**config.mk**
```make
export PLATFORM = sky130hd
export DESIGN_NAME = dual_addr_matcher
export DESIGN_NICKNAME = d
export VERILOG_FILES = /design/src/rtl/addr_match_pkg.sv /design/src/rtl/addr_cmp.sv /design/src/rtl/wake_ctl.sv /design/src/rtl/dual_addr_matcher.sv
export SDC_FILE = /design/constraint.sdc
export NUM_CORES = 1
export LEC_CHECK = 0
export BUFFER_PORTS_ARGS = -buffer_cell sky130_fd_sc_hd__buf_4
export CAP_MARGIN = 20
export CELL_PAD_IN_SITES_DETAIL_PLACEMENT = 0
export CELL_PAD_IN_SITES_GLOBAL_PLACEMENT = 2
export CORE_ASPECT_RATIO = 2
export CORE_MARGIN = 3
export CORE_UTILIZATION = 28
export DETAILED_ROUTE_END_ITERATION = 12
export PLACE_DENSITY_LB_ADDON = 0.08
export SYNTH_ARGS = -nofsm -noshare
export SYNTH_HDL_FRONTEND = slang
export SYNTH_HIERARCHICAL = 1
export SYNTH_SLANG_ARGS = --single-unit
```
**constraint.sdc**
```tcl
create_clock -name clk -period 1.1 [get_ports clk]
set_input_delay 0.22 -clock clk [delete_from_list [all_inputs] [get_ports clk]]
set_output_delay 0.22 -clock clk [all_outputs]
set_load 0.01 [all_outputs]
```
**src/rtl/addr_match_pkg.sv**
```systemverilog
package addr_match_pkg;
  localparam int unsigned BYTE_W   = 8;
  localparam int unsigned SHORT_W  = 7;
  localparam int unsigned WIDE_W   = 10;
  localparam int unsigned MASK_W   = 2;
  localparam int unsigned SLOT_CNT = 2;
  localparam logic [4:0]  HDR_TAG  = 5'b11110;

  typedef enum logic [1:0] {
    PH_IDLE,
    PH_HDR,
    PH_LOW,
    PH_DATA
  } phase_e;

  typedef logic [SLOT_CNT-1:0] slot_t;
endpackage

```
**src/rtl/addr_cmp.sv**
```systemverilog
module addr_cmp
  import addr_match_pkg::*;
(
  input  logic [BYTE_W-1:0]  byte_i,
  input  logic [WIDE_W-1:0]  s1_addr_i,
  input  logic               s1_wide_i,
  input  logic [SHORT_W-1:0] s2_addr_i,
  input  logic [MASK_W-1:0]  s2_mask_i,
  output logic               s1_short_o,
  output logic               s1_hdr_o,
  output logic               s1_low_o,
  output logic               s2_o
);
  logic [SHORT_W-1:0] keep;
  logic [SHORT_W-1:0] diff;

  always_comb begin
    keep       = {SHORT_W{1'b1}} << s2_mask_i;
    diff       = byte_i[BYTE_W-1:1] ^ s2_addr_i;
    s1_short_o = !s1_wide_i && (byte_i[BYTE_W-1:1] == s1_addr_i[SHORT_W-1:0]);
    s1_hdr_o   = s1_wide_i && (byte_i[BYTE_W-1:1] == {HDR_TAG, s1_addr_i[WIDE_W-1:BYTE_W]});
    s1_low_o   = s1_wide_i && (byte_i == s1_addr_i[BYTE_W-1:0]);
    s2_o       = ((diff & keep) == '0);
  end
endmodule

```
**src/rtl/wake_ctl.sv**
```systemverilog
module wake_ctl (
  input  logic clk,
  input  logic rst_n,
  input  logic lp_active_i,
  input  logic start_i,
  input  logic stop_i,
  input  logic match_i,
  input  logic nack_i,
  input  logic clk_ready_i,
  input  logic host_awake_i,
  output logic clk_req_o,
  output logic wake_req_o,
  output logic scl_hold_o
);
  logic clk_req_q, clk_req_d;
  logic wake_q, wake_d;

  always_comb begin
    clk_req_d = clk_req_q;
    wake_d    = wake_q;
    if (start_i && lp_active_i) begin
      clk_req_d = 1'b1;
    end else if (nack_i || (stop_i && !wake_q)) begin
      clk_req_d = 1'b0;
    end else if (wake_q && host_awake_i) begin
      clk_req_d = 1'b0;
    end
    if (match_i && lp_active_i) begin
      wake_d = 1'b1;
    end else if (host_awake_i) begin
      wake_d = 1'b0;
    end
  end

  always_ff @(posedge clk or negedge rst_n) begin
    if (!rst_n) begin
      clk_req_q <= 1'b0;
      wake_q    <= 1'b0;
    end else begin
      clk_req_q <= clk_req_d;
      wake_q    <= wake_d;
    end
  end

  assign clk_req_o  = clk_req_q;
  assign wake_req_o = wake_q;
  assign scl_hold_o = wake_q || (clk_req_q && !clk_ready_i);

  p_start_req_r8: assert property (@(posedge clk) disable iff (!rst_n)
    start_i && lp_active_i |=> clk_req_q);
  p_hold_till_awake_r9: assert property (@(posedge clk) disable iff (!rst_n)
    wake_q && !host_awake_i |=> wake_q);
  p_nack_drops_clk_r10: assert property (@(posedge clk) disable iff (!rst_n)
    nack_i && !start_i |=> !clk_req_q && !wake_q);
  p_wake_needs_stretch_r11: assert property (@(posedge clk) disable iff (!rst_n)
    $rose(wake_q) |-> $past(lp_active_i));
endmodule

```
**src/rtl/dual_addr_matcher.sv**
```systemverilog
module dual_addr_matcher
  import addr_match_pkg::*;
(
  input  logic               clk,
  input  logic               rst_n,
  input  logic               ev_start_i,
  input  logic               ev_stop_i,
  input  logic               byte_vld_i,
  input  logic [BYTE_W-1:0]  byte_i,
  input  logic               s1_en_i,
  input  logic               s1_wide_i,
  input  logic [WIDE_W-1:0]  s1_addr_i,
  input  logic               s2_en_i,
  input  logic [SHORT_W-1:0] s2_addr_i,
  input  logic [MASK_W-1:0]  s2_mask_i,
  input  logic               lp_mode_i,
  input  logic               stretch_en_i,
  input  logic               clk_ready_i,
  input  logic               host_awake_i,
  output logic               dec_vld_o,
  output logic               dec_ack_o,
  output logic               hit_o,
  output logic [SLOT_CNT-1:0] slot_o,
  output logic               dir_rd_o,
  output logic               clk_req_o,
  output logic               wake_req_o,
  output logic               scl_hold_o
);
  localparam slot_t SLOT_ONE = slot_t'(1);
  localparam slot_t SLOT_TWO = slot_t'(2);

  logic [1:0] rst_pipe;
  logic       rst_s_n;

  always_ff @(posedge clk or negedge rst_n) begin
    if (!rst_n) rst_pipe <= 2'b00;
    else        rst_pipe <= {rst_pipe[0], 1'b1};
  end
  assign rst_s_n = rst_pipe[1];

  logic s1_short, s1_hdr, s1_low, s2_eq;

  addr_cmp u_cmp (
    .byte_i     (byte_i),
    .s1_addr_i  (s1_addr_i),
    .s1_wide_i  (s1_wide_i),
    .s2_addr_i  (s2_addr_i),
    .s2_mask_i  (s2_mask_i),
    .s1_short_o (s1_short),
    .s1_hdr_o   (s1_hdr),
    .s1_low_o   (s1_low),
    .s2_o       (s2_eq)
  );

  phase_e phase_q, phase_d;
  logic   tenbit_q, tenbit_d;
  logic   vld_q, vld_d;
  logic   ack_q, ack_d;
  slot_t  slot_q, slot_d;
  logic   dir_q, dir_d;
  logic   fin_match, fin_nack;

  always_comb begin
    phase_d   = phase_q;
    tenbit_d  = tenbit_q;
    vld_d     = 1'b0;
    ack_d     = ack_q;
    slot_d    = slot_q;
    dir_d     = dir_q;
    fin_match = 1'b0;
    fin_nack  = 1'b0;
    if (ev_stop_i) begin
      phase_d  = PH_IDLE;
      tenbit_d = 1'b0;
      slot_d   = '0;
    end else if (ev_start_i) begin
      phase_d = PH_HDR;
      slot_d  = '0;
    end else if (byte_vld_i) begin
      unique case (phase_q)
        PH_HDR: begin
          vld_d = 1'b1;
          dir_d = byte_i[0];
          ack_d = 1'b1;
          if (s1_en_i && s1_short) begin
            slot_d = SLOT_ONE; phase_d = PH_DATA; tenbit_d = 1'b0; fin_match = 1'b1;
          end else if (s1_en_i && s1_hdr && !byte_i[0]) begin
            phase_d = PH_LOW; tenbit_d = 1'b0;
          end else if (s1_en_i && s1_hdr && byte_i[0] && tenbit_q) begin
            slot_d = SLOT_ONE; phase_d = PH_DATA; fin_match = 1'b1;
          end else if (s2_en_i && s2_eq) begin
            slot_d = SLOT_TWO; phase_d = PH_DATA; tenbit_d = 1'b0; fin_match = 1'b1;
          end else begin
            ack_d = 1'b0; phase_d = PH_IDLE; tenbit_d = 1'b0; fin_nack = 1'b1;
          end
        end
        PH_LOW: begin
          vld_d = 1'b1;
          if (s1_en_i && s1_low) begin
            ack_d = 1'b1; slot_d = SLOT_ONE; phase_d = PH_DATA; tenbit_d = 1'b1; fin_match = 1'b1;
          end else begin
            ack_d = 1'b0; phase_d = PH_IDLE; fin_nack = 1'b1;
          end
        end
        default: ;
      endcase
    end
  end

  always_ff @(posedge clk or negedge rst_s_n) begin
    if (!rst_s_n) begin
      phase_q  <= PH_IDLE;
      tenbit_q <= 1'b0;
      vld_q    <= 1'b0;
      ack_q    <= 1'b0;
      slot_q   <= '0;
      dir_q    <= 1'b0;
    end else begin
      phase_q  <= phase_d;
      tenbit_q <= tenbit_d;
      vld_q    <= vld_d;
      ack_q    <= ack_d;
      slot_q   <= slot_d;
      dir_q    <= dir_d;
    end
  end

  wake_ctl u_wake (
    .clk          (clk),
    .rst_n        (rst_s_n),
    .lp_active_i  (lp_mode_i && stretch_en_i),
    .start_i      (ev_start_i && !ev_stop_i),
    .stop_i       (ev_stop_i),
    .match_i      (fin_match),
    .nack_i       (fin_nack),
    .clk_ready_i  (clk_ready_i),
    .host_awake_i (host_awake_i),
    .clk_req_o    (clk_req_o),
    .wake_req_o   (wake_req_o),
    .scl_hold_o   (scl_hold_o)
  );

  assign dec_vld_o = vld_q;
  assign dec_ack_o = ack_q;
  assign hit_o     = |slot_q;
  assign slot_o    = slot_q;
  assign dir_rd_o  = dir_q;

  p_slot_onehot_r4: assert property (@(posedge clk) disable iff (!rst_s_n)
    $onehot0(slot_q));
  p_hit_on_ack_r1: assert property (@(posedge clk) disable iff (!rst_s_n)
    $rose(hit_o) |-> vld_q && ack_q);
  p_nack_no_hit_r3: assert property (@(posedge clk) disable iff (!rst_s_n)
    vld_q && !ack_q |-> !hit_o);
  p_dec_after_byte_r7: assert property (@(posedge clk) disable iff (!rst_s_n)
    vld_q |-> $past(byte_vld_i));
  p_clear_on_event_r12: assert property (@(posedge clk) disable iff (!rst_s_n)
    ev_stop_i || ev_start_i |=> slot_q == '0);
endmodule

```
==> metrics.cfg, run 1 <==
[die]
start_util_pct = 29.53
io-pin-count = 48
die_h_um = 91.35
rows = 30
die_w_um = 48.67
design.die.area_mm2 = 0.004446
coreArea_mm2 = 0.003453

[sta]
holdWs_ns = 0.1583
rsz0062_at_grt = yes
final.min_clock_period_ns = 1.725
setup_viol = 13
fin_worst_skew_ns = 0.0004867
fin_ws_ns = -0.6254
fin_tns_setup_ns = -4.134
slew_viol_final = 0
fin_crit_sh_pct = 156.9
fmax_ghz = 0.5796
hold_violations = 0

[synthesis]
yosysTopAreaCell = dfrtp_1
synth_cell_types = 40
synth_top_area_share_pct = 29.45
synth_flop_cell = dfrtp_1
netlist_area_mm2 = 0.001020
post_synth.cell_area_avg_um2 = 9.187
ys_ff_latch = 12
synthArstFlopShare_pct = 100.0
synth-edff-count = 0
ys_seq_area_share_pct = 29.45
ys_warn_count = 6
syn-num-nets = 152
synthTopCellsByArea = dfrtp_1 (29%), xnor2_1 (18%), nand2_1 (3.7%), inv_1 (2.6%), xor2_1 (2.6%)
synthCells = 111

[setup_path]
cp.required_ns = 1.28
end_kind = flip-flop
reg2regPathDepth = 6
path_max_fanout = 4
worstSetupPathType = input port to flip-flop
crit_path_start_kind = input port
critical_path_arrival_ns = 1.91

[cells_and_area]
nNetsFinal = 244
multiInputGateArea_um2 = 895.9
fill_cells = 320
final_common_cell = buf_4
regArea_um2 = 300.3
n_antenna_cell = 0
finish.utilization_pct = 60.33
area_growth_pct = 104.3
design_area_mm2 = 0.002083
layout_common_cells = buf_4 (65), buf_6 (18), xnor2_1 (17), dfrtp_1 (12), nand2_1 (9)
drive_gt1_share_pct = 65.35

[power_and_ir_drop]
seqPwrFrac_pct = 30.8
power_frac_comb_pct = 39.2
p_per_area_mw_per_mm2 = 764.2
pwr-share-clk_pct = 30.0
p_leak_nw = 0.9456
vdd.ir_drop.worst_mv = 0.6615
p_sw_mw = 0.4384
swShare_pct = 27.54
power.internal_mw = 1.154

[global_routing]
grt_pass1_wl_mm = 5.706
grt_usage_pct = 16.20
grt_max_degree = 11
grt_pass1_vias = 1237
grt-ovfl-total = 0
antenna_found_initial = 0

[clocking]
cts_buffer_depth = 2
cts_tree = built
cts_sinks = 12
root_buffer = clkbuf_8
numCtsBuffers = 3
worstSkewPairLatency_ns = 0.24
htreeDepth = 1
clk_pin_slew_ns = 0.05

[status]
status = complete, but fails checks
violations = negative setup slack

[placement]
post-dp-hpwl_mm = 2.898
io_buffers = 47
gp_congestion = 0.8225
place_area_mm2 = 0.001703
dpl_worst_slack_ns = -0.8927

[drt]
drt_iter0_drc = 15
wl_per_cell_um = 14.13
drc = 0
viasPerCell = 4.656
ant_nets = 0
dr.pass1.iters = 4
vias = 1164
wirelength_mm = 3.532

[flow_run]
cap_violations = 0

[min_path]
hold_depth = 2
hp-class = input port to flip-flop

-- sequential cells by signal, indices dropped and copies added (netlist names) --
name               cells
rst_pipe               2
u_wake/clk_req_o       1
tenbit_q               1
dec_vld_o              1
dir_rd_o               1
slot_o                 2
phase_q                2
dec_ack_o              1
u_wake/wake_req_o      1
-- cells in the mapped netlist, types with 2 or more instances --
cell / instances
nor2_1: 4
nor2b_1: 2
nand2_2: 2
nand2b_1: 2
dfrtp_1: 12
a21oi_1: 5
nor3_1: 2
ha_1: 2
xor2_1: 3
inv_1: 7
nand4_1: 3
a21boi_2: 2
a211o_1: 2
nand2_1: 10
xnor2_1: 21
o21ai_0: 5
nand3_1: 4
-- power groups by stage --
stage	sequential [mW]	clock, mW	combinational, mW
after floorplan	0.501	0	0.198
after global placement	0.494	0	0.498
after detailed placement	0.496	0	0.504
after CTS	0.491	0.494	0.570
after global routing	0.494	0.510	0.670
final	0.491	0.477	0.624
-- cells by family (layout without fill, tap and decap cells) --
group                      count (synthesis)  after routing  share of synthesized area (%)
AOI/OAI and AO/OA                         25             25                          20.00
xor gates and xnor gates                  24             24                          20.61
adders and majority gates                  2              2                          2.454
buffers and inverters                      7             98                          2.577
DFF                                       12             12                          29.45
muxes                                      2              2                          2.576
other                                      1              1                         0.3677
and+or+nand+nor                           38             38                          21.96
-- critical path, stage by stage --
cell      delay, ns
buf_6          0.11
xnor2_2        0.14
nand4_1        0.18
nor4_4         0.34
and4bb_4       0.29
a221oi_4       0.26
a21boi_4       0.23
o211a_1        0.14
-- path summary, 6_finish.rpt --
kind                              start                end  slack, ns
max reg2reg                  phase_q[0]          slot_o[0]      -0.41
min                        host_awake_i  u_wake/wake_req_o       0.16
min reg2reg                 rst_pipe[1]          dec_vld_o       0.18
max                           byte_i[4]          slot_o[0]      -0.63
max in group asynchronous   rst_pipe[1]           tenbit_q       0.62
min in group asynchronous   rst_pipe[1]          dec_vld_o       0.18
-- metrics by stage --
step | instances | power [mW]
after floorplan | 111 | 0.6987
after global placement | 236 | 0.9926
after detailed placement | 236 | 1.000
after CTS | 244 | 1.556
after global routing | 250 | 1.674
final | 250 | 1.592
-- metal layers --
| metal | share of wire [%] | wire (um) | vias up | global-route usage (%) |
|---|---|---|---|---|
| met5 | 0 | 0 | - | 0 |
| met4 | 2.1 | 74 | 0 | 7.126 |
| met3 | 4.5 | 160 | 4 | 2.627 |
| met2 | 61 | 2171 | 35 | 32.95 |
| met1 | 32 | 1125 | 551 | 14.77 |
| li1 | - | - | 574 | - |
-- repair_timing --
item | CTS | global route
gates cloned | 0 | 0
hold endpoints to repair | 2 | 0
setup endpoints to repair | 14 | 14
resized for setup | 28 | 30
hold buffers | 1 | 0
buffers inserted | 3 | 8
pin swaps | 8 | 19
-- area by class of cell --
class | instances | area share [%]
sequential | 12 | 14.41
clock buffer | 4 | 2.643
tap | 48 | 2.883
timing repair buffer | 87 | 35.80
multi-input combinational | 92 | 43.00
inverter | 7 | 1.261
Power figures use the tool's default switching activity.
==> run 2: changes to the inputs <==
Settings changed: BUFFER_PORTS_ARGS -buffer_cell sky130_fd_sc_hd__buf_4 to default, CORE_UTILIZATION 28 to 30, DONT_BUFFER_PORTS from default to 1.
==> run 2 against run 1 <==
The flow still finishes with violations (negative setup slack). Flip-flop and latch count stayed put. First-iteration DRC count is 67% lower. Via count is 20% lower. Clock power is 1% higher. Worst hold slack worse by 0.13 ns. Critical endpoint is now slot_o[1]. Largest power group is now sequential cells. Highest routed layer unchanged.
==> metrics.cfg, run 2 (synthesized netlist as in run 1, its figures left out) <==
[status]
status = complete, but fails checks
violations = negative setup slack

[setup_path]
cp-startpoint = byte_i[4]
worstSetupPathType = input port to flip-flop
critical_path_arrival_ns = 1.72  ; -0.19 ns
slowest_stage = nor4_4
cp_cell_sequence = xnor2_2 > nand4_1 > nor4_4 > and4bb_4 > a221oi_4 > nand3_1 > o32ai_2
path_max_fanout = 4  ; unchanged
crit_path_start_kind = input port
end_kind = flip-flop
critical_path.top_delay_family = simple AND/OR/NAND/NOR gates
slowest_delay_ns = 0.33  ; about the same
path_buf_inv = 0  ; -1
crit-reg2reg-launch = phase_q[0]
cp.required_ns = 1.24  ; -0.04 ns

[drt]
vias = 929  ; -20%
dr_wl_met3_um = 205  ; +28%
routed.top_layer = met4
drt_iter0_drc = 5  ; -10
drc = 0  ; unchanged
wirelength_mm = 3.000  ; -15%
route.met2.wl_mm = 1.892  ; -13%
wl_per_cell_um = 17.54  ; +24%
drt-met1-wl_um = 877  ; -22%
viasPerCell = 5.433  ; +17%
dr.pass1.iters = 2  ; -2
ant_nets = 0  ; unchanged

[clocking]
worstSkewPairLatency_ns = 0.24  ; about the same
clk_pin_slew_ns = 0.06  ; about the same
cts_sinks = 12  ; unchanged
cts_tree = built
htreeDepth = 1  ; unchanged
numCtsBuffers = 3  ; unchanged
root_buffer = clkbuf_8
cts_buffer_depth = 2  ; unchanged

[power_and_ir_drop]
p_per_area_mw_per_mm2 = 894.5  ; +17%
p_leak_nw = 0.6053  ; -36%
vdd.ir_drop.worst_mv = 0.6656  ; +0.62%

[die]
design.die.area_mm2 = 0.004177  ; -6.0%
die_h_um = 88.45  ; -3.2%
coreArea_mm2 = 0.003229  ; -6.5%
rows = 29  ; -3.3%
io-pin-count = 48  ; unchanged
die_w_um = 47.23  ; -3.0%
start_util_pct = 31.58  ; +2.0 points

[flow_run]
cap_violations = 0  ; unchanged

[global_routing]
grt_pass1_wl_mm = 4.588  ; -20%
grt_pass1_vias = 1061  ; -14%
grt-ovfl-total = 0  ; unchanged
antenna_found_initial = 0  ; unchanged
grt_max_degree = 11  ; unchanged
grt_usage_pct = 15.15  ; -1.0 points

[placement]
post-dp-hpwl_mm = 2.527  ; -13%
place_inst = 163  ; -31%
io_buffers = 0  ; -100%
gp_congestion = 0.7573  ; -7.9%

[cells_and_area]
final_common_cell = buf_4
drive_gt1_share_pct = 47.86  ; -17 points
n_antenna_cell = 0  ; unchanged
area_growth_pct = 45.52
layout_common_cells = buf_4 (19), xnor2_1 (17), dfrtp_1 (12), nand2_1 (9), buf_6 (5)
fin_cells = 171  ; -32%
finish.utilization_pct = 45.95  ; -14 points
nNetsFinal = 182  ; -25%

[sta]
fmax_ghz = 0.6361  ; +9.7%
setup_viol = 12  ; -1
fin_worst_skew_ns = 0.005187  ; +0.004701 ns
hold_violations = 0  ; unchanged
final.min_clock_period_ns = 1.572  ; -0.1533 ns
fin_crit_sh_pct = 142.9  ; -14 points
fin_ws_ns = -0.4722  ; +0.1533 ns
slew_viol_final = 0  ; unchanged
rsz0062_at_grt = yes

[min_path]
hp-class = input port to flip-flop
worstHoldStart = ev_stop_i

[run 2: changes by cell type in the layout (fill, tap and decap cells not counted), sizes merged]
cell	before	now
buf	86	24
[run 2: power breakdown]
part / total (mW) / switching [mW] / internal (mW)
Sequential: 0.499 / 0.0312 / 0.468
Clock: 0.484 / 0.167 / 0.316
Combinational: 0.345 / 0.138 / 0.207
[run 2: final cells by class]
cell class | count | area [um2]
clock buffer | 4 | 55.05
fill | 335 | 1745
inverter | 7 | 28.78
multi-input combinational | 92 | 852.1
sequential | 12 | 300.3
tap | 31 | 38.79
timing repair buffer | 25 | 209.0
[run 2: repair_timing]
action / in CTS / in global routing
endpoints found under the hold margin: 2 / 0
pin swaps: 8 / 3
resized for setup: 25 / 7
endpoints found under the setup margin: 12 / 12
gates cloned: 0 / 0
hold buffers: 1 / 0
setup buffers: 3 / 2
[run 2: final timing paths]
path                                     end  slack, ns  cells past startpoint
max reg2reg                        slot_o[1]      -0.40                      6
min reg2reg                         dir_rd_o       0.17                      0
min                               phase_q[0]       0.03                      1
min in group asynchronous           dir_rd_o       0.17                      0
max                                slot_o[1]      -0.47                      7
max in group asynchronous  u_wake/wake_req_o       0.63                      0
[run 2: metal layers]
layer,up-vias,GRT usage (%)
li1,448,-
met1,442,13.03
met2,34,32.15
met3,5,2.240
met4,0,3.023
met5,-,0
[run 2: per-stage QoR]
step | total power [mW] | hold WS [ns] | TNS (ns) | worst slack, ns | cell area [um2]
floorplan | 0.6987 | -0.07559 | -3.180 | -0.5509 | 1065
global placement | 0.7757 | -0.07554 | -5.306 | -0.6900 | 1261
detailed placement | 0.7773 | -0.07554 | -5.279 | -0.7072 | 1261
CTS | 1.327 | 0.03067 | -3.247 | -0.4761 | 1423
global route | 1.393 | 0.02525 | -4.281 | -0.5958 | 1484
finish | 1.327 | 0.03300 | -3.194 | -0.4722 | 1484
[run 2: worst register-to-register path, cell delays in order, from the launching register on]
cell and delay, ns:
dfrtp_1 0.38, inv_2 0.07, ha_4 0.21, nand2b_1 0.18
a221oi_4 0.21, nand3_1 0.14, o32ai_2 0.21
==> run 3: changes to the inputs <==
Clock period 1.1 ns to 1.7 ns, I/O delays scaled along.
==> run 3 against run 2 <==
Flip-flop and latch count unchanged. Final area shrank 14%. Die area is the same. Non-clock buffer count fell by 19. Sequential share of layout area is 3.3 points higher. Clock skew shrank 0.0035 ns. Largest cell class unchanged. First-iteration DRC count grew to 3.2 times the previous value. The run now ends clean. Via count down 6.4%. Utilization down 6.5 points.
==> metrics.cfg, run 3 (synthesized netlist as in run 1, its figures left out) <==
[sta]
fin_crit_sh_pct = 96.24
slew_viol_final = 0  ; unchanged
hold_violations = 0  ; unchanged
fin_worst_skew_ns = 0.001719  ; -0.003469 ns
holdWs_ns = 0.1506  ; +0.1176 ns
fmax_ghz = 0.6112
fin_tns_setup_ns = 0  ; +3.194 ns
setup_viol = 0  ; -12
rsz0062_at_grt = yes
final.min_clock_period_ns = 1.636

[placement]
post-dp-hpwl_mm = 2.468  ; -2.4%
place_area_mm2 = 0.001117  ; -11%
place_inst = 146  ; -10%
gp_congestion = 0.7441  ; -1.7%
io_buffers = 0  ; unchanged

[setup_path]
slowest_stage = nor4_4
slowest_delay_ns = 0.31  ; -0.02 ns
worstSetupPathType = input port to flip-flop
end_kind = flip-flop
crit_path_start_kind = input port
critical_path_arrival_ns = 1.82  ; +0.10 ns
cp.required_ns = 1.88  ; +0.64 ns
path_max_fanout = 4  ; unchanged
cp_cell_sequence = xnor2_4 > nand4_1 > nor4_4 > and4bb_4 > a221oi_4 > a21boi_4 > o211a_1

[status]
status = complete, no violations

[power_and_ir_drop]
vdd.ir_drop.worst_mv = 0.4670  ; -30%
p_per_area_mw_per_mm2 = 635.2  ; -29%
power.total_mw = 0.8099  ; -39%
p_leak_nw = 0.4988  ; -18%

[drt]
wl_per_cell_um = 18.76  ; +6.9%
drc = 0  ; unchanged
ant_nets = 0  ; unchanged
wirelength_mm = 2.852  ; -4.9%
drt_iter0_drc = 16  ; +11
dr.pass1.iters = 3  ; +1
vias = 870  ; -6.4%
viasPerCell = 5.724  ; +5.4%

[global_routing]
grtUsageMet2_pct = 30.44  ; -1.7 points
met3_usage_pct = 2.240  ; unchanged
grt_pass1_vias = 987  ; -7.0%
grt.busiest_layer = met2
grt_max_degree = 11  ; unchanged
groute.layer.met1.usage_pct = 11.78  ; -1.3 points
grt_pass1_wl_mm = 4.353  ; -5.1%
antenna_found_initial = 0  ; unchanged
grt-ovfl-total = 0  ; unchanged
grt_usage_pct = 14.96  ; -0.19 points

[clocking]
numCtsBuffers = 3  ; unchanged
htreeDepth = 1  ; unchanged
clk_pin_slew_ns = 0.06  ; about the same
worstSkewPairLatency_ns = 0.24  ; about the same
cts_tree = built
root_buffer = clkbuf_8
cts_buffer_depth = 2  ; unchanged
cts_sinks = 12  ; unchanged

[cells_and_area]
fin_cells = 152  ; -11%
area_growth_pct = 25.03
n_antenna_cell = 0  ; unchanged
fill_cells = 337  ; +0.60%
design_area_mm2 = 0.001275  ; -14%
final_common_cell = xnor2_1
regArea_um2 = 300.3  ; unchanged
drive_gt1_share_pct = 28.10  ; -20 points
layout_common_cells = xnor2_1 (17), dfrtp_1 (12), nand2_1 (10), inv_1 (7), buf_4 (5)
nNetsFinal = 163  ; -10%
multiInputGateArea_um2 = 807.0  ; -5.3%

[die]
die_h_um = 88.45  ; unchanged
rows = 29  ; unchanged
design.die.area_mm2 = 0.004177  ; unchanged
start_util_pct = 31.58  ; unchanged
die_w_um = 47.23  ; unchanged
io-pin-count = 48  ; unchanged
coreArea_mm2 = 0.003229  ; unchanged

[flow_run]
cap_violations = 0  ; unchanged

[min_path]
hp-class = input port to flip-flop

## run 3: cell types whose count changed in the layout (fill, tap and decap cells not counted), moves of 2 or more
| cell | delta |
|---|---|
| ha_4 | -2 |
| buf_6 | -5 |
| buf_4 | -14 |
| inv_1 | +5 |
| ha_1 | +2 |
| inv_2 | -4 |
## run 3: cell type report
| cell class | count | share of cell area, % |
|---|---|---|
| Multi-Input combinational cell | 92 | 63.30 |
| Sequential cell | 12 | 23.55 |
| Clock buffer | 4 | 4.318 |
| Timing Repair Buffer | 6 | 3.729 |
| Tap cell | 31 | 3.042 |
| Inverter | 7 | 2.061 |
## run 3: final timing paths
check / startpoint / endpoint / slack [ns] / depth (start not counted)
min in group asynchronous: rst_pipe[1] / dir_rd_o / 0.17 / 0
hold / removal: ev_stop_i / phase_q[0] / 0.15 / 1
max in group asynchronous: rst_pipe[1] / u_wake/clk_req_o / 1.23 / 0
setup reg to reg: phase_q[0] / slot_o[0] / 0.10 / 6
hold reg to reg: rst_pipe[1] / dir_rd_o / 0.17 / 0
setup / recovery: byte_i[4] / slot_o[0] / 0.06 / 7
## run 3: metal layers
metal | vias to the layer above | wire [um] | share of wire, %
met5 | - | 0 | 0
met4 | 0 | 56 | 2.0
met3 | 5 | 170 | 6.0
met2 | 33 | 1796 | 63
met1 | 421 | 829 | 29
li1 | 411 | - | -
## run 3: where the power goes
group	switching [mW]	leakage, nW	internal (mW)
registers	0.0205	0.159	0.303
logic	0.0713	0.311	0.0972
clock network	0.113	0.0288	0.205
total	0.205	0.499	0.605
## run 3: stage by stage
step	setup WS [ns]	util, %
2_1_floorplan	-0.07120	-
3_3_place_gp	-0.1844	34.60
3_5_place_dp	-0.2090	34.60
4_1_cts	0.005388	36.61
5_1_grt	-0.04483	39.48
6_report	0.06400	39.48
## run 3: critical path: cells and delay by family
| kind | cells | cell delay [ns] |
|---|---|---|
| simple gates | 3 | 0.72 |
| compound gates | 3 | 0.63 |
| xor+xnor | 1 | 0.13 |
## run 3: repair_timing
action,in CTS,in global routing
pin swaps,1,8
endpoints found under the setup margin,2,5
buffers inserted,0,1
hold buffers,1,0
hold endpoints to repair,2,0
gates resized for setup,0,13
gates cloned,0,0
